### src/rtl/byte_alu_pkg.sv
package byte_alu_pkg;

  typedef enum logic [3:0] {
    OP_ADD_LIT = 4'd0,
    OP_ADD_F   = 4'd1,
    OP_ADC_F   = 4'd2,
    OP_SUB_LIT = 4'd3,
    OP_SUB_F   = 4'd4,
    OP_SBB_WF  = 4'd5,
    OP_SBB_FW  = 4'd6,
    OP_INC_F   = 4'd7,
    OP_DEC_F   = 4'd8,
    OP_COM_F   = 4'd9,
    OP_NEG_F   = 4'd10
  } alu_op_e;

  typedef struct packed {
    logic n;
    logic ov;
    logic z;
    logic dc;
    logic c;
  } alu_flags_t;

  // destination policy for an operation
  typedef enum logic [1:0] {
    DST_REQ  = 2'd0,
    DST_WREG = 2'd1,
    DST_FILE = 2'd2
  } dst_mode_e;

  function automatic logic op_defined(input logic [3:0] code);
    return code <= OP_NEG_F;
  endfunction

endpackage

### src/rtl/balu_operand_sel.sv
module balu_operand_sel
  import byte_alu_pkg::*;
#(
  parameter int WIDTH = 8
) (
  input  logic [3:0]       op_code,
  input  logic [WIDTH-1:0] wreg_in,
  input  logic [WIDTH-1:0] freg_in,
  input  logic [WIDTH-1:0] lit_in,
  input  logic             carry_in,
  output logic [WIDTH-1:0] opa,
  output logic [WIDTH-1:0] opb,
  output logic             cin,
  output logic             nz_only,
  output dst_mode_e        dst_mode
);

  localparam logic [WIDTH-1:0] ZERO = '0;
  localparam logic [WIDTH-1:0] ONES = '1;

  // every operation is expressed as opa + opb + cin;
  // subtraction x - y uses x + ~y + (not borrow)
  always_comb begin
    opa      = ZERO;
    opb      = ZERO;
    cin      = 1'b0;
    nz_only  = 1'b0;
    dst_mode = DST_REQ;
    case (alu_op_e'(op_code))
      OP_ADD_LIT: begin
        opa = wreg_in; opb = lit_in; dst_mode = DST_WREG;
      end
      OP_ADD_F: begin
        opa = wreg_in; opb = freg_in;
      end
      OP_ADC_F: begin
        opa = wreg_in; opb = freg_in; cin = carry_in;
      end
      OP_SUB_LIT: begin
        opa = lit_in; opb = ~wreg_in; cin = 1'b1; dst_mode = DST_WREG;
      end
      OP_SUB_F: begin
        opa = freg_in; opb = ~wreg_in; cin = 1'b1;
      end
      OP_SBB_WF: begin
        opa = wreg_in; opb = ~freg_in; cin = carry_in;
      end
      OP_SBB_FW: begin
        opa = freg_in; opb = ~wreg_in; cin = carry_in;
      end
      OP_INC_F: begin
        opa = freg_in; opb = ZERO; cin = 1'b1;
      end
      OP_DEC_F: begin
        opa = freg_in; opb = ONES; cin = 1'b0;
      end
      OP_COM_F: begin
        opa = ~freg_in; nz_only = 1'b1;
      end
      OP_NEG_F: begin
        opa = ZERO; opb = ~freg_in; cin = 1'b1; dst_mode = DST_FILE;
      end
      default: begin
        opa = ZERO;
      end
    endcase
  end

endmodule

### src/rtl/balu_adder.sv
module balu_adder #(
  parameter int WIDTH = 8
) (
  input  logic [WIDTH-1:0] opa,
  input  logic [WIDTH-1:0] opb,
  input  logic             cin,
  output logic [WIDTH-1:0] sum,
  output logic             carry_out,
  output logic             nib_carry,
  output logic             overflow
);

  localparam int LO = WIDTH / 2;
  localparam int HI = WIDTH - LO;

  logic [LO:0] lo_sum;
  logic [HI:0] hi_sum;

  // split at the nibble boundary so the digit carry is a real wire
  always_comb begin
    lo_sum = {1'b0, opa[LO-1:0]} + {1'b0, opb[LO-1:0]} + {{LO{1'b0}}, cin};
    hi_sum = {1'b0, opa[WIDTH-1:LO]} + {1'b0, opb[WIDTH-1:LO]}
           + {{HI{1'b0}}, lo_sum[LO]};
    sum       = {hi_sum[HI-1:0], lo_sum[LO-1:0]};
    carry_out = hi_sum[HI];
    nib_carry = lo_sum[LO];
    overflow  = (opa[WIDTH-1] == opb[WIDTH-1]) && (sum[WIDTH-1] != opa[WIDTH-1]);
  end

endmodule

### src/rtl/balu_flag_eval.sv
module balu_flag_eval
  import byte_alu_pkg::*;
#(
  parameter int WIDTH = 8
) (
  input  logic [WIDTH-1:0] sum,
  input  logic             carry_out,
  input  logic             nib_carry,
  input  logic             overflow,
  input  logic             nz_only,
  input  alu_flags_t       cur_flags,
  output alu_flags_t       nxt_flags
);

  always_comb begin
    nxt_flags.n  = sum[WIDTH-1];
    nxt_flags.z  = (sum == '0);
    nxt_flags.ov = nz_only ? cur_flags.ov : overflow;
    nxt_flags.dc = nz_only ? cur_flags.dc : nib_carry;
    nxt_flags.c  = nz_only ? cur_flags.c  : carry_out;
  end

endmodule

### src/rtl/byte_alu.sv
module byte_alu
  import byte_alu_pkg::*;
#(
  parameter int WIDTH = 8
) (
  input  logic             clk,
  input  logic             rst,
  input  logic             op_valid,
  input  logic [3:0]       op_code,
  input  logic             dest_sel,
  input  logic [WIDTH-1:0] wreg_in,
  input  logic [WIDTH-1:0] freg_in,
  input  logic [WIDTH-1:0] lit_in,
  output logic [WIDTH-1:0] result,
  output logic             result_valid,
  output logic             to_file,
  output logic             flag_n,
  output logic             flag_ov,
  output logic             flag_z,
  output logic             flag_dc,
  output logic             flag_c
);

  alu_flags_t       flags_q;
  alu_flags_t       flags_d;
  logic [WIDTH-1:0] opa, opb, sum;
  logic             cin, nz_only, carry_out, nib_carry, overflow;
  dst_mode_e        dst_mode;
  logic             accept;
  logic             dest_d;

  balu_operand_sel #(.WIDTH(WIDTH)) u_sel (
    .op_code  (op_code),
    .wreg_in  (wreg_in),
    .freg_in  (freg_in),
    .lit_in   (lit_in),
    .carry_in (flags_q.c),
    .opa      (opa),
    .opb      (opb),
    .cin      (cin),
    .nz_only  (nz_only),
    .dst_mode (dst_mode)
  );

  balu_adder #(.WIDTH(WIDTH)) u_add (
    .opa       (opa),
    .opb       (opb),
    .cin       (cin),
    .sum       (sum),
    .carry_out (carry_out),
    .nib_carry (nib_carry),
    .overflow  (overflow)
  );

  balu_flag_eval #(.WIDTH(WIDTH)) u_flags (
    .sum       (sum),
    .carry_out (carry_out),
    .nib_carry (nib_carry),
    .overflow  (overflow),
    .nz_only   (nz_only),
    .cur_flags (flags_q),
    .nxt_flags (flags_d)
  );

  assign accept = op_valid && op_defined(op_code);

  always_comb begin
    case (dst_mode)
      DST_WREG: dest_d = 1'b0;
      DST_FILE: dest_d = 1'b1;
      default:  dest_d = dest_sel;
    endcase
  end

  always_ff @(posedge clk) begin
    if (rst) begin
      result       <= '0;
      result_valid <= 1'b0;
      to_file      <= 1'b0;
      flags_q      <= '0;
    end else begin
      result_valid <= accept;
      if (accept) begin
        result  <= sum;
        to_file <= dest_d;
        flags_q <= flags_d;
      end
    end
  end

  assign flag_n  = flags_q.n;
  assign flag_ov = flags_q.ov;
  assign flag_z  = flags_q.z;
  assign flag_dc = flags_q.dc;
  assign flag_c  = flags_q.c;

endmodule

### config.mk
export PLATFORM = sky130hd
export DESIGN_NAME = byte_alu
export DESIGN_NICKNAME = d
export VERILOG_FILES = /design/src/rtl/byte_alu_pkg.sv /design/src/rtl/balu_operand_sel.sv /design/src/rtl/balu_adder.sv /design/src/rtl/balu_flag_eval.sv /design/src/rtl/byte_alu.sv
export SDC_FILE = /design/constraint.sdc
export NUM_CORES = 1
export LEC_CHECK = 0
export ABC_AREA = 1
export BUFFER_PORTS_ARGS = -buffer_cell sky130_fd_sc_hd__buf_2
export CORE_UTILIZATION = 45
export DETAILED_ROUTE_END_ITERATION = 16
export PLACE_DENSITY_LB_ADDON = 0.12
export SETUP_SLACK_MARGIN = 0.2
export SYNTH_ARGS = -nofsm -noshare
export SYNTH_HDL_FRONTEND = slang
export SYNTH_SLANG_ARGS = --single-unit
### constraint.sdc
create_clock -name clk -period 3.8 [get_ports clk]
set_clock_uncertainty 0.15 [all_clocks]
set_input_delay 0.76 -clock clk [delete_from_list [all_inputs] [get_ports clk]]
set_output_delay 0.76 -clock clk [all_outputs]
set_load 0.02 [all_outputs]
# ---- Yosys cells after proc, flatten, opt, wreduce, memory -nomap -nowiden
# Index checks and enable logic that the tools add are counted.
dict set report word_totals {
  ff_bits 15
  wordCells 49
}
dict set report op_classes {
  addsub 4
  n_lt_le_gt_ge 1
  n_eq_ne 14
  n_mux 6
  bitwise_logic 3
  n_reduce_logical 13
}
# operator n
set ops {}
lappend ops {{$pmux W8 S5} 1}
lappend ops {{$pmux W8 S4} 1}
lappend ops {{$eq A4 B3 Y1 const B} 4}
lappend ops {{$not A8 Y8} 2}
lappend ops {{$eq A4 B4 Y1 const B} 3}
lappend ops {{$reduce_or A4 Y1} 3}
lappend ops {{$add A4 B4 Y5} 2}
lappend ops {{$add A5 B1 Y5} 2}
lappend ops {{$eq A4 B2 Y1 const B} 2}
lappend ops {{$logic_not A8 Y1} 1}
lappend ops {{$reduce_or A2 Y1} 3}
lappend ops {{$reduce_or A3 Y1} 2}
lappend ops {{$eq A4 B1 Y1 const B} 1}
lappend ops {{$le A4 B4 Y1 const B} 1}
lappend ops {{$logic_not A4 Y1} 1}
lappend ops {{$pmux W1 S2} 2}
lappend ops {{$pmux W2 S2} 1}
lappend ops {{$eq A2 B1 Y1 const B} 1}
lappend ops {{$eq A2 B2 Y1 const B} 1}
lappend ops {{$logic_and A1 B1 Y1} 2}
lappend ops {{$reduce_and A2 Y1} 1}
lappend ops {{$eq A1 B1 Y1} 1}
lappend ops {{$mux W1} 1}
lappend ops {{$ne A1 B1 Y1} 1}
lappend ops {{$not A1 Y1} 1}

# ---- Depth between registers and ports, before layout
dict set report depth {
  word_depth 8
  depth_mapped 18
}

# ---- Cells and area by module
# From an unflattened synthesis, not the netlist that was laid out.
dict set report hier_totals {
  cells_unflattened 352
  hier_area_um2 1949.4
}
# module instances cells_each area_per_inst_um2 seq_area_each_um2
set modules_own_cells {}
lappend modules_own_cells {balu_operand_sel 1 176 765.7 0.0}
lappend modules_own_cells {byte_alu 1 105 752.0 300.3}
lappend modules_own_cells {balu_adder 1 54 360.3 0.0}
lappend modules_own_cells {balu_flag_eval 1 17 71.3 0.0}

# ---- Worst setup path before layout
# No wires, ideal clock.
dict set report synth_timing {
  path_kind {input port to flip-flop}
  startpoint {input op_code[1]}
  endpoint {register flags_q, in the netlist flag_z}
  setup_time_ns 0.070
  t_arrival_ns 3.737
  t_required_ns 3.580
  setup_slack_ns -0.157
  stages 16
  n_path_buf 0
  cell_sequence {inv_1 > nor2_1 > o21ai_0 > inv_1 > nand2_1 > o2111ai_1 > fa_1 > inv_1 > fa_1 > o21ai_0 > fa_1 > fa_1 > nor4_1 > nand3_1 > nand3b_1 > a21oi_1}
}
dict set report synth_via {
  elab_chain_cells 7
  elab_cells_between_ends 28
  classes_between {add/sub (4); order compare (1); eq/ne (10); mux (3); reduce/logical (10)}
}
# element line_no
set synth_lines {}
lappend synth_lines {{start: declaration} byte_alu.sv:9} ;# input logic [3:0] op_code,
lappend synth_lines {{$eq A4 B3 Y1 (tied with other cells)} balu_operand_sel.sv:29} ;# case (alu_op_e'(op_code))
lappend synth_lines {{$reduce_or A4 Y1 (no line) (tied with other cells)} n/a}
lappend synth_lines {{$pmux W8 S4 / $pmux W8 S5 (equally long branches)} balu_operand_sel.sv:29}
lappend synth_lines {{$add A4 B4 Y5} balu_adder.sv:21} ;# lo_sum = {1'b0, opa[LO-1:0]} + {1'b0, opb[LO-1:0]} + {{LO{1'b0}}, cin};
lappend synth_lines {{$add A5 B1 Y5 *} balu_adder.sv:21}
lappend synth_lines {{via nib_carry} byte_alu.sv:27} ;# logic cin, nz_only, carry_out, nib_carry, overflow;
lappend synth_lines {{$add A5 B1 Y5 *} balu_adder.sv:23} ;# + {{HI{1'b0}}, lo_sum[LO]};
lappend synth_lines {{via sum[5]} byte_alu.sv:26} ;# logic [WIDTH-1:0] opa, opb, sum;
lappend synth_lines {{$logic_not A8 Y1 *} balu_flag_eval.sv:17} ;# nxt_flags.z = (sum == '0);
lappend synth_lines {{end signal: assignment} byte_alu.sv:86} ;# flags_q <= flags_d;
lappend synth_lines {{end: declaration} byte_alu.sv:24} ;# alu_flags_t flags_q;
# The timed path passes the listed nets; every way through them passes the cells marked *.
# A chain may end at the register's enable or synchronous reset.

# ---- Worst setup path after layout
dict set report layout_timing {
  startpoint {input op_code[0]}
  endpoint {register flags_q, in the netlist flag_z}
}
# Same word-level chain as after synthesis.

==> metrics.md <==
| Metric | Value |
|---|---|
| Status | `finished with violations` |
| Failing checks | `design-rule violations` |
| Primary FF master, synth | `dfxtp_1` |
| CP max FO | `6` |
| Cell count after synthesis | `between 200 and 250` |
| Cell area after synthesis | `~1400 µm²` |
| CTS H-tree lvls | `1` |
| Antenna viol nets, final | `0` |
| CP startpoint | `op_code[0]` |
| Synth top area share | `0.2046` |
| Final TNS setup | `0 ns` |
| R2R Path Start | `flag_c` |
| CTS tree | `yes` |
| Most numerous cell in the Yosys netlist | `inv_1` |
| Crit-path cells | `buf_2, inv_1, nor2_4, nand2_2, nand2_2, a21oi_2, o2111ai_2, fa_2, inv_1, fa_2, o21ai_2, fa_2, fa_1, nor4_2, nand3_1, nand3b_1, a21oi_1` |
| R2R setup slack | `around 0.96 ns` |
| Top cell by count, worst path | `fa_2` |
| Global-route wire length before repair | `6920 µm` |
| Critical Path AT | `~3.6 ns` |
| First DRT Iteration DRCs | `72` |
| Setup Viol. Count Final | `0` |
| Placeable Area | `approximately 2800 µm²` |
| Die W | `57.18 µm` |
| Critical path data required time | `~3.9 ns` |
| FFs w/ async S/R, synth | `0` |
| Yosys reg bits | `14` |
| Worst vdd ir | `276.9 µV` |
| Nets@finish | `roughly 330` |
| Yosys Warn Count | `0` |
| Routed len/inst | `12.39 µm` |
| Post-route clock period utilization | `0.9361` |
| Io pins | `47` |
| Syn nets | `260` |
| CP max-delay cell | `fa_1` |
| Port bufs | `46` |
| Fin area | `1911 µm²` |
| Post-DP HPWL | `about 3300 µm` |
| Startpoint Class | `primary input` |
| Distinct cells, synth | `27` |
| Total wire length | `a little under 4000 µm` |
| Min-Delay Startpoint | `flag_dc` |
| RSZ-0062 raised after global routing | `yes` |
| Peak Freq | `0.2811 GHz` |
| Post-synthesis sequential area ratio | `0.2046` |
| Max Transition Viols Final | `0` |
| Area grow syn2layout | `39.45%` |
| # DRC | `3` |
| Rows | `19` |
| Num CTS Buffers | `3` |
| Clock transition at the registers of the reported paths | `0.08 ns` |
| Post-DP Area | `1836 µm²` |
| Largest net degree at the start of global routing | `16` |
| Crit end category | `register` |
| Final Non-Filler Cells | `approximately 320` |
| Hold WC Path Type | `reg -> reg` |
| Post-layout util | `0.6754` |
| Max_cap viols | `0` |
| Fill count | `about 270` |
| Endpoints failing hold | `0` |
| CTS Sinks | `14` |
| Clk buf depth | `2` |
| CTS Hold Bufs | `0` |
| WS Path Type | `in -> reg` |
| Dominant cell type by area after synthesis | `dfxtp_1` |
| Worst-Margin Slew | `about 0.39 ns` |
| Antenna diodes | `0` |
| Min Clock Period, post-route | `between 3 and 4 ns` |
| Clock root cell | `clkbuf_4` |
| Fraction of layout cells with a size suffix above 1 | `0.3438` |
| Main area contributors after synthesis | `dfxtp_1, inv_1, nand2_1, a21oi_1, o21ai_0` |
| WHS | `roughly 0.32 ns` |
| Commonest cells post-synth | `inv_1, nand2_1, a21oi_1` |
| Routed via count | `1709` |
| Slew headroom | `0.7402` |
| Starting Density | `0.4843` |
| Die height | `57.18 µm` |
| First-pass detailed-route iteration total | `10` |
| Leakage power | `between 1 and 1.5 nW` |
| Total power divided by cell area | `roughly 280 nW/µm²` |
| Number of synthesized flops with an enable pin | `0` |
| Number of buffer and inverter stages on the critical path | `3` |
| Area of the die | `approximately 3300 µm²` |
| Total track usage | `0.2686` |
| GP Congestion | `around 0.93` |
| Vias in the first global route | `approximately 1600` |
| DR vias/cell | `5.357` |
| Worst path max stage delay | `0.48 ns` |
| Global route total overflow | `0` |
| Initial antenna violation count | `0` |
| Worst skew pair latency | `around 0.28 ns` |
| Delay-heaviest family, CP | `adder cells` |
| Synth Area per Inst | `roughly 6.3 µm²` |
| Placed Cells | `around 320` |
cell families after synthesis:
group	Yosys count	share of synthesized area
and+or+nand+nor	79	0.2457
AOI/OAI and AO/OA	63	0.2758
buffers and inverters	47	0.1324
DFF	14	0.2046
adders and majority gates	11	0.1224
xor gates and xnor gates	3	0.01918
metrics by stage:
step                      setup slack, ns  total power, mW
after floorplan                    0.2047           0.3176
after global placement          -0.006933           0.4132
after detailed placement         -0.09135           0.4138
after CTS                          0.2119           0.5208
after global routing            -0.002639           0.5727
final                              0.2430           0.5291
worst reg2reg max path, cell delays in order, from the launching register on:
cell	delay (ns)
dfxtp_1	0.35
nand2_1	0.08
o2111ai_1	0.12
fa_2	0.37
inv_1	0.08
fa_2	0.21
o21ai_2	0.08
fa_2	0.35
fa_1	0.48
nor4_2	0.14
nand3_1	0.08
nand3b_1	0.16
a21oi_1	0.12
layout by cell type (no fill, tap or decap), types with 2 or more instances in the layout:
cell type and n:
a21oi_1 20, a221oi_1 4, a22oi_1 3, buf_2 46
buf_4 24, clkbuf_4 3, dfxtp_1 14, fa_2 3
ha_1 7, inv_1 43, nand2_1 37, nand2_2 8
nand3_1 9, nor2_1 17, nor2_4 4, o2111ai_1 4
o211ai_1 3, o21ai_0 17, o21ai_2 4, o22ai_1 4
xor2_1 2
where the power goes:
group | internal, mW | total (mW) | switching [mW]
Sequential | 0.160 | 0.166 | 0.00613
Clock | 0.0583 | 0.106 | 0.0476
Combinational | 0.111 | 0.257 | 0.147
Total | 0.328 | 0.529 | 0.201
registers in the layout, summed over array words and instances, names as in the netlist:
signal and count:
flag_z 1, result_valid 1, flag_dc 1, flag_ov 1
result 8, flag_c 1, to_file 1
layout make-up:
cell class | count | area (µm²) | area share
repair buffers | 70 | 410.4 | 0.2148
clock buffers | 4 | 36.28 | 0.01899
flip-flops and latches | 14 | 280.3 | 0.1467
multi-input cells | 156 | 979.7 | 0.5128
well taps | 31 | 38.79 | 0.02030
inverters | 44 | 165.2 | 0.08644
path summary, 6_finish.rpt:
| path | cells past startpoint | end |
|---|---|---|
| worst max register to register | 12 | flag_z |
| worst min-delay path | 2 | flag_dc |
| worst min register to register | 2 | flag_dc |
| worst max-delay path | 17 | flag_z |
timing repair:
item	in CTS	in global routing
resized for setup	0	10
endpoints found under the setup margin	0	2
setup buffers	0	0
layer usage:
metal  global-route usage  wire length (µm)  up-vias
met5                    0                 0        -
met4              0.06272                54        0
met3              0.05896               277        6
met2               0.4286              1764       72
met1               0.3718              1857      767
li1                     -                 -      864
(Power assumes the default switching activity.)
